[src/rtl/tx_arb_pkg.sv]
package tx_arb_pkg;
  typedef enum logic {
    SRC_SYNC = 1'b0,
    SRC_DMA  = 1'b1
  } src_e;
endpackage

[src/rtl/tx_gap_timer.sv]
module tx_gap_timer #(
  parameter int GAP_W = 7
) (
  input  logic             clk,
  input  logic             rst,
  input  logic             load,
  input  logic [GAP_W-1:0] load_val,
  output logic             gap_idle
);
  logic [GAP_W-1:0] cnt;

  always_ff @(posedge clk) begin
    if (rst) begin
      cnt <= '0;
    end else if (load) begin
      cnt <= load_val;
    end else if (cnt != '0) begin
      cnt <= cnt - 1'b1;
    end
  end

  assign gap_idle = (cnt == '0);

  // the value captured at a frame end is the value present on that cycle
  assert_gap_load_R7: assert property (@(posedge clk) disable iff (rst)
    load |=> (cnt == $past(load_val)));

  // a running gap counts down by exactly one per cycle
  assert_gap_step_R2: assert property (@(posedge clk) disable iff (rst)
    (!load && cnt != '0) |=> (cnt == $past(cnt) - 1'b1));
endmodule

[src/rtl/tx_src_picker.sv]
module tx_src_picker (
  input  logic                 sync_req,
  input  logic                 dma_req,
  input  logic                 dma_first,
  output logic                 any_req,
  output tx_arb_pkg::src_e     grant_src
);
  import tx_arb_pkg::*;

  always_comb begin
    any_req = sync_req | dma_req;
    if (sync_req && dma_req) begin
      grant_src = dma_first ? SRC_DMA : SRC_SYNC;
    end else if (dma_req) begin
      grant_src = SRC_DMA;
    end else begin
      grant_src = SRC_SYNC;
    end
  end
endmodule

[src/rtl/tx_frame_owner.sv]
module tx_frame_owner (
  input  logic             clk,
  input  logic             rst,
  input  logic             gap_idle,
  input  logic             any_req,
  input  tx_arb_pkg::src_e grant_src,
  input  logic             beat_valid,
  input  logic             beat_fire,
  input  logic             beat_last,
  output logic             in_frame,
  output tx_arb_pkg::src_e cur_src,
  output logic             path_en
);
  import tx_arb_pkg::*;

  src_e owner_q;
  logic free;

  assign free    = !in_frame && gap_idle;
  assign cur_src = in_frame ? owner_q : grant_src;
  assign path_en = in_frame || (free && any_req);

  always_ff @(posedge clk) begin
    if (rst) begin
      in_frame <= 1'b0;
      owner_q  <= SRC_SYNC;
    end else if (path_en && beat_valid) begin
      if (beat_fire && beat_last) begin
        in_frame <= 1'b0;
      end else begin
        in_frame <= 1'b1;
        owner_q  <= cur_src;
      end
    end
  end

  // no change of owner until the last byte is accepted
  assert_hold_owner_R6: assert property (@(posedge clk) disable iff (rst)
    (in_frame && !(beat_fire && beat_last)) |=> (in_frame && cur_src == $past(cur_src)));

  // an offered but stalled byte locks the grant
  assert_stall_lock_R9: assert property (@(posedge clk) disable iff (rst)
    (path_en && beat_valid && !beat_fire) |=> (in_frame && cur_src == $past(cur_src)));
endmodule

[src/rtl/tx_gap_arbiter.sv]
module tx_gap_arbiter #(
  parameter int DATA_W = 8,
  parameter int GAP_W  = 7
) (
  input  logic              clk,
  input  logic              rst,
  input  logic [GAP_W-1:0]  gap_cycles,
  input  logic              dma_first,
  input  logic              sync_valid,
  input  logic [DATA_W-1:0] sync_data,
  input  logic              sync_last,
  output logic              sync_ready,
  input  logic              dma_valid,
  input  logic [DATA_W-1:0] dma_data,
  input  logic              dma_last,
  output logic              dma_ready,
  output logic              out_valid,
  output logic [DATA_W-1:0] out_data,
  output logic              out_last,
  input  logic              out_ready
);
  import tx_arb_pkg::*;

  logic gap_idle, any_req, in_frame, path_en, fire, beat_valid, beat_last;
  src_e grant_src, cur_src;

  tx_src_picker u_pick (
    .sync_req (sync_valid),
    .dma_req  (dma_valid),
    .dma_first(dma_first),
    .any_req  (any_req),
    .grant_src(grant_src)
  );

  tx_frame_owner u_own (
    .clk       (clk),
    .rst       (rst),
    .gap_idle  (gap_idle),
    .any_req   (any_req),
    .grant_src (grant_src),
    .beat_valid(beat_valid),
    .beat_fire (fire),
    .beat_last (beat_last),
    .in_frame  (in_frame),
    .cur_src   (cur_src),
    .path_en   (path_en)
  );

  tx_gap_timer #(.GAP_W(GAP_W)) u_gap (
    .clk     (clk),
    .rst     (rst),
    .load    (fire && beat_last),
    .load_val(gap_cycles),
    .gap_idle(gap_idle)
  );

  always_comb begin
    if (cur_src == SRC_DMA) begin
      beat_valid = dma_valid;
      beat_last  = dma_last;
      out_data   = dma_data;
    end else begin
      beat_valid = sync_valid;
      beat_last  = sync_last;
      out_data   = sync_data;
    end
    out_valid  = path_en && beat_valid;
    out_last   = beat_last;
    fire       = out_valid && out_ready;
    sync_ready = path_en && (cur_src == SRC_SYNC) && out_ready;
    dma_ready  = path_en && (cur_src == SRC_DMA) && out_ready;
  end

  // a frame may only open once the gap has run out
  assert_start_after_gap_R2: assert property (@(posedge clk) disable iff (rst)
    (out_valid && !in_frame) |-> gap_idle);

  // timing messages win a tie when dma_first is 0
  assert_sync_wins_R4: assert property (@(posedge clk) disable iff (rst)
    (!in_frame && gap_idle && sync_valid && dma_valid && !dma_first) |-> (!dma_ready && out_data == sync_data));

  // DMA wins a tie when dma_first is 1
  assert_dma_wins_R5: assert property (@(posedge clk) disable iff (rst)
    (!in_frame && gap_idle && sync_valid && dma_valid && dma_first) |-> (!sync_ready && out_data == dma_data));

  // at most one source sees ready
  assert_one_ready_R8: assert property (@(posedge clk) disable iff (rst)
    $onehot0({sync_ready, dma_ready}));
endmodule

[config.mk]
export PLATFORM = sky130hd
export DESIGN_NAME = tx_gap_arbiter
export DESIGN_NICKNAME = d
export VERILOG_FILES = /design/src/rtl/tx_arb_pkg.sv /design/src/rtl/tx_gap_timer.sv /design/src/rtl/tx_src_picker.sv /design/src/rtl/tx_frame_owner.sv /design/src/rtl/tx_gap_arbiter.sv
export SDC_FILE = /design/constraint.sdc
export NUM_CORES = 1
export LEC_CHECK = 0
export ABC_AREA = 1
export BUFFER_PORTS_ARGS = -buffer_cell sky130_fd_sc_hd__clkbuf_2
export CORE_MARGIN = 2
export CORE_UTILIZATION = 43
export CTS_CLUSTER_DIAMETER = 60
export DETAILED_ROUTE_END_ITERATION = 8
export MAX_ROUTING_LAYER = met4
export PLACE_DENSITY = 0.79
export SLEW_MARGIN = 20
export SYNTH_ARGS = -nofsm -noshare
export SYNTH_HDL_FRONTEND = slang
export SYNTH_SLANG_ARGS = --single-unit
[constraint.sdc]
create_clock -name clk -period 1.89 [get_ports clk]
set_input_delay 0.0945 -clock clk [delete_from_list [all_inputs] [get_ports clk]]
set_output_delay 0.0945 -clock clk [all_outputs]
set_load 0.02 [all_outputs]
==> impl_metrics.prom <==
# TYPE chip_impl_metric gauge
chip_impl_metric{name="swShare",unit="%"} 51.2
chip_impl_metric{name="design.die.area",unit="µm²"} 2100
chip_impl_metric{name="fmax",unit="GHz"} 0.573
chip_impl_metric{name="viasPerCell",unit=""} 4.85
chip_impl_metric{name="total_clock_buffers_created_by_cts",unit=""} 3
chip_impl_metric{name="min_path_cells",unit=""} 3
chip_impl_info{name="holdPathEnd",value="u_gap.cnt[4]"} 1
chip_impl_metric{name="seq_area_frac_synth",unit="%"} 24.0
chip_impl_metric{name="die_h",unit="µm"} 45.8
chip_impl_metric{name="p_leak",unit="µW"} 0.000614
chip_impl_info{name="cp_top_family",value="simple AND/OR/NAND/NOR gates"} 1
chip_impl_metric{name="detail_route.first_pass.iterations",unit=""} 4
chip_impl_metric{name="yosysWarningCount",unit=""} 0
chip_impl_metric{name="number_of_enable_type_register_cells_in_the_synthesized_netlist",unit=""} 0
chip_impl_metric{name="grt_start_max_net_pins",unit=""} 14
chip_impl_metric{name="power_density",unit="nW/µm²"} 1520
chip_impl_metric{name="actual_slew_at_the_worst_max_slew_pin",unit="ps"} 288
chip_impl_metric{name="slew_viol_final",unit=""} 0
chip_impl_info{name="worst_path_most_repeated_cell",value="inv_1"} 1
chip_impl_metric{name="cts_buffer_depth",unit=""} 2
chip_impl_info{name="tritoncts",value="built"} 1
chip_impl_metric{name="globalRoute.totalOverflow",unit=""} 0
chip_impl_metric{name="finish.utilization",unit="%"} 60.0
chip_impl_metric{name="remaining_drc_errors",unit=""} 0
chip_impl_metric{name="r2r_setup_slack",unit="ps"} 380
chip_impl_metric{name="fin_crit_sh",unit="%"} 92.4
chip_impl_info{name="end_of_the_worst_register_to_register_path",value="u_gap.cnt[4]"} 1
chip_impl_metric{name="rel_slew_slack",unit="%"} 80.7
chip_impl_metric{name="final_area",unit="µm²"} 1010
chip_impl_metric{name="num-nets-final",unit=""} 205
chip_impl_metric{name="portBuffers",unit=""} 42
chip_impl_metric{name="setup_viol",unit=""} 0
chip_impl_metric{name="crit_path_max_incr_delay",unit="ps"} 310
chip_impl_metric{name="floorplan.core_area",unit="µm²"} 1690
chip_impl_metric{name="total_switching_power",unit="µW"} 787
chip_impl_metric{name="flop_and_latch_count_out_of_synthesis",unit=""} 9
chip_impl_metric{name="worst_clock_skew",unit="ps"} 0.575
chip_impl_metric{name="crit_path_max_fanout",unit=""} 4
chip_impl_metric{name="route.vias.total",unit=""} 912
chip_impl_metric{name="data_required_critical_path",unit="ps"} 1800
chip_impl_metric{name="ir_drop",unit="V"} 0.000890
chip_impl_metric{name="std_cell_rows",unit=""} 15
chip_impl_metric{name="number_of_antenna_violations_at_the_first_check_in_global_routing",unit=""} 0
chip_impl_metric{name="holdBufCountCts",unit=""} 0
chip_impl_metric{name="dp_hpwl",unit="µm"} 1500
chip_impl_metric{name="global_route.usage.total",unit="%"} 19.0
chip_impl_metric{name="cts-htree-levels",unit=""} 1
chip_impl_info{name="r2r-start",value="u_gap.cnt[0]"} 1
chip_impl_metric{name="detailed_place.area",unit="µm²"} 978
chip_impl_metric{name="postSynthCellCount",unit=""} 125
chip_impl_info{name="synth.largest_area_cell",value="dfxtp_1"} 1
chip_impl_metric{name="dp_slack",unit="ps"} 390
chip_impl_metric{name="final-hold-violation-count",unit=""} 0
chip_impl_metric{name="layout_cell_share_with_drive_strength_beyond_1",unit="%"} 35.1
chip_impl_metric{name="cts_sinks",unit=""} 9
chip_impl_metric{name="finalWorstPathRequiredPeriod",unit="ps"} 1750
chip_impl_metric{name="synth.top_cell.area_share",unit="%"} 24.0
chip_impl_metric{name="grt_first_pass_wirelength",unit="µm"} 2820
chip_impl_info{name="timing.critical_path.slowest_stage_cell",value="dfxtp_1"} 1
chip_impl_metric{name="power.internal",unit="µW"} 750
chip_impl_info{name="most_common_flop_cell_mapped_by_yosys",value="dfxtp_1"} 1
chip_impl_info{name="timing.hold.worst.class",value="input pin to flop"} 1
chip_impl_metric{name="io-pin-count",unit=""} 43
chip_impl_metric{name="num_antenna_cells",unit=""} 0
chip_impl_metric{name="critical_path_buf_inv_count",unit=""} 4
chip_impl_metric{name="finalWorstSetupSlack",unit="ps"} 143
chip_impl_metric{name="ff2ff_path_depth",unit=""} 10
chip_impl_metric{name="syn_area_per_cell",unit="µm²"} 6.01
chip_impl_info{name="timing.critical_path.cells",value="inv_1, ha_1, inv_1, nor2_1, nand4_1, nand2_1, inv_1, nor3_1, clkbuf_2"} 1
chip_impl_metric{name="synthToLayoutAreaGrowth",unit="%"} 35.0
chip_impl_info{name="cts_root_buf",value="clkbuf_4"} 1
chip_impl_info{name="worst_hold_startpoint",value="gap_cycles[4]"} 1
chip_impl_metric{name="synth.distinct_cells",unit=""} 25
chip_impl_metric{name="synthesis.nets",unit=""} 158
chip_impl_metric{name="maxCapViolations",unit=""} 0
chip_impl_metric{name="synth.cell_area",unit="µm²"} 751
chip_impl_metric{name="globalplace.congestion",unit=""} 0.939
chip_impl_metric{name="routed_wirelength_normalized_by_instance_count",unit="µm"} 9.57
chip_impl_metric{name="fin_tns_setup",unit="ps"} 0
chip_impl_metric{name="worst-endpoint-arrival",unit="ps"} 1650
chip_impl_metric{name="clk_latency",unit="ps"} 270
chip_impl_metric{name="p_clk_share",unit="%"} 10.5
chip_impl_metric{name="die_w",unit="µm"} 45.8
chip_impl_metric{name="initialDrtViolationCount",unit=""} 33
chip_impl_metric{name="reg_clk_slew_reported_paths",unit="ps"} 70
chip_impl_info{name="netlist_top_cells_area",value="dfxtp_1, nand2_1, inv_1, a21oi_1, nand3_1"} 1
chip_impl_info{name="crit_type",value="flop to output pin"} 1
chip_impl_metric{name="asyncSetResetFlopFracSynth",unit="%"} 0
chip_impl_metric{name="seq_power_share",unit="%"} 22.5
chip_impl_info{name="setup.worst_path.start_class",value="flop"} 1
chip_impl_info{name="unrepaired_setup_endpoints_after_global_routing",value="false"} 1
chip_impl_metric{name="hold_ws",unit="ps"} 47.6
chip_impl_metric{name="grt_pass1_vias",unit=""} 700
chip_impl_metric{name="initial_core_util",unit="%"} 44.4
chip_impl_metric{name="wirelength",unit="µm"} 1800
chip_impl_info{name="critical_path.endpoint_type",value="output pin"} 1
chip_impl_metric{name="antenna_violating_nets_post_route",unit=""} 0
chip_impl_metric{name="power_frac_comb",unit="%"} 67.0
chip_impl_info{name="run_status",value="completed"} 1
## cells in the final DEF, fill, tap and decap left out
master,count
and3_1,1
nand4_1,1
nand3_4,1
clkbuf_1,1
nor2_1,8
o21ai_1,1
clkbuf_2,42
inv_1,17
ha_1,2
or2_1,1
clkinvlp_2,1
clkinvlp_4,1
nor3_1,5
o21ai_0,4
o21bai_1,1
a21oi_1,9
xor2_1,2
nand2_1,43
nor2_2,1
clkbuf_4,3
nand2_4,2
or2_2,1
a21oi_2,1
inv_2,2
nand2_2,4
nand3_1,6
nor2_8,1
dfxtp_1,9
## how the worst max path moves through the flow
stage / startpoint / end / cells past startpoint
detailed placement: u_own.in_frame / dma_ready / 6
CTS: u_own.in_frame / dma_ready / 6
floorplan: u_gap.cnt[0] / dma_ready / 8
global placement: u_own.in_frame / dma_ready / 6
global route: u_gap.cnt[0] / dma_ready / 9
finish: u_gap.cnt[0] / sync_ready / 9
## what timing repair did
action,in CTS,in global routing
setup buffers,0,0
setup endpoints to repair,0,1
endpoints found under the hold margin,0,0
resized for setup,0,1
## state kept, by name, summed over array words and instances, names as in the netlist
signal,flops
u_own.owner_q,1
u_own.in_frame,1
u_gap.cnt,7
## metrics by stage
stage / std cells / total power [µW]
floorplan: 125 / 1140
finish: 188 / 1540
global route: 188 / 1700
CTS: 187 / 1530
global placement: 183 / 1340
detailed placement: 183 / 1370
## power groups by stage
stage	clock network, µW	logic [µW]	registers (µW)
final	161	1030	346
after global routing	172	1170	357
after CTS	162	1020	346
after detailed placement	0	1020	351
after global placement	0	991	347
after floorplan	0	802	334
## Yosys cell counts (2+ instances only)
cell / count
nand2_1: 43
inv_1: 17
a21oi_1: 9
dfxtp_1: 9
nor2_1: 8
nand3_1: 6
nor3_1: 5
nand2_2: 4
o21ai_0: 4
ha_1: 2
inv_2: 2
nand2_4: 2
xor2_1: 2
## cells by family after synthesis
logic type | share of synthesized area [%]
compound gates | 11.5
fa+ha+maj | 3.33
flops | 24.0
buf+inv | 10.5
simple gates | 48.3
xor+xnor | 2.33
## cell type report
class / instances / area [µm²]
Timing Repair Buffer: 42 / 210
Sequential cell: 9 / 180
Inverter: 20 / 78.8
Multi-Input combinational cell: 95 / 492
Fill cell: 169 / 676
Timing Repair inverter: 1 / 5.00
Clock buffer: 4 / 26.3
Tap cell: 17 / 21.3
## layer usage
layer / up-vias / part of all wire [%] / GRT usage (%)
li1: 482 / - / -
met1: 405 / 44 / 22.2
met2: 23 / 50 / 31.3
met3: 2 / 4.7 / 3.57
met4: 0 / 1.3 / 8.57
met5: - / 0 / -
## worst register-to-register path, delay by kind of cell (launching register included)
family,cells,cell delay (ps)
AOI/OAI and AO/OA,3,350
adders and majority gates,1,200
buffers and inverters,3,280
DFF,1,330
and+or+nand+nor,3,300
Power figures use the tool's default switching activity.
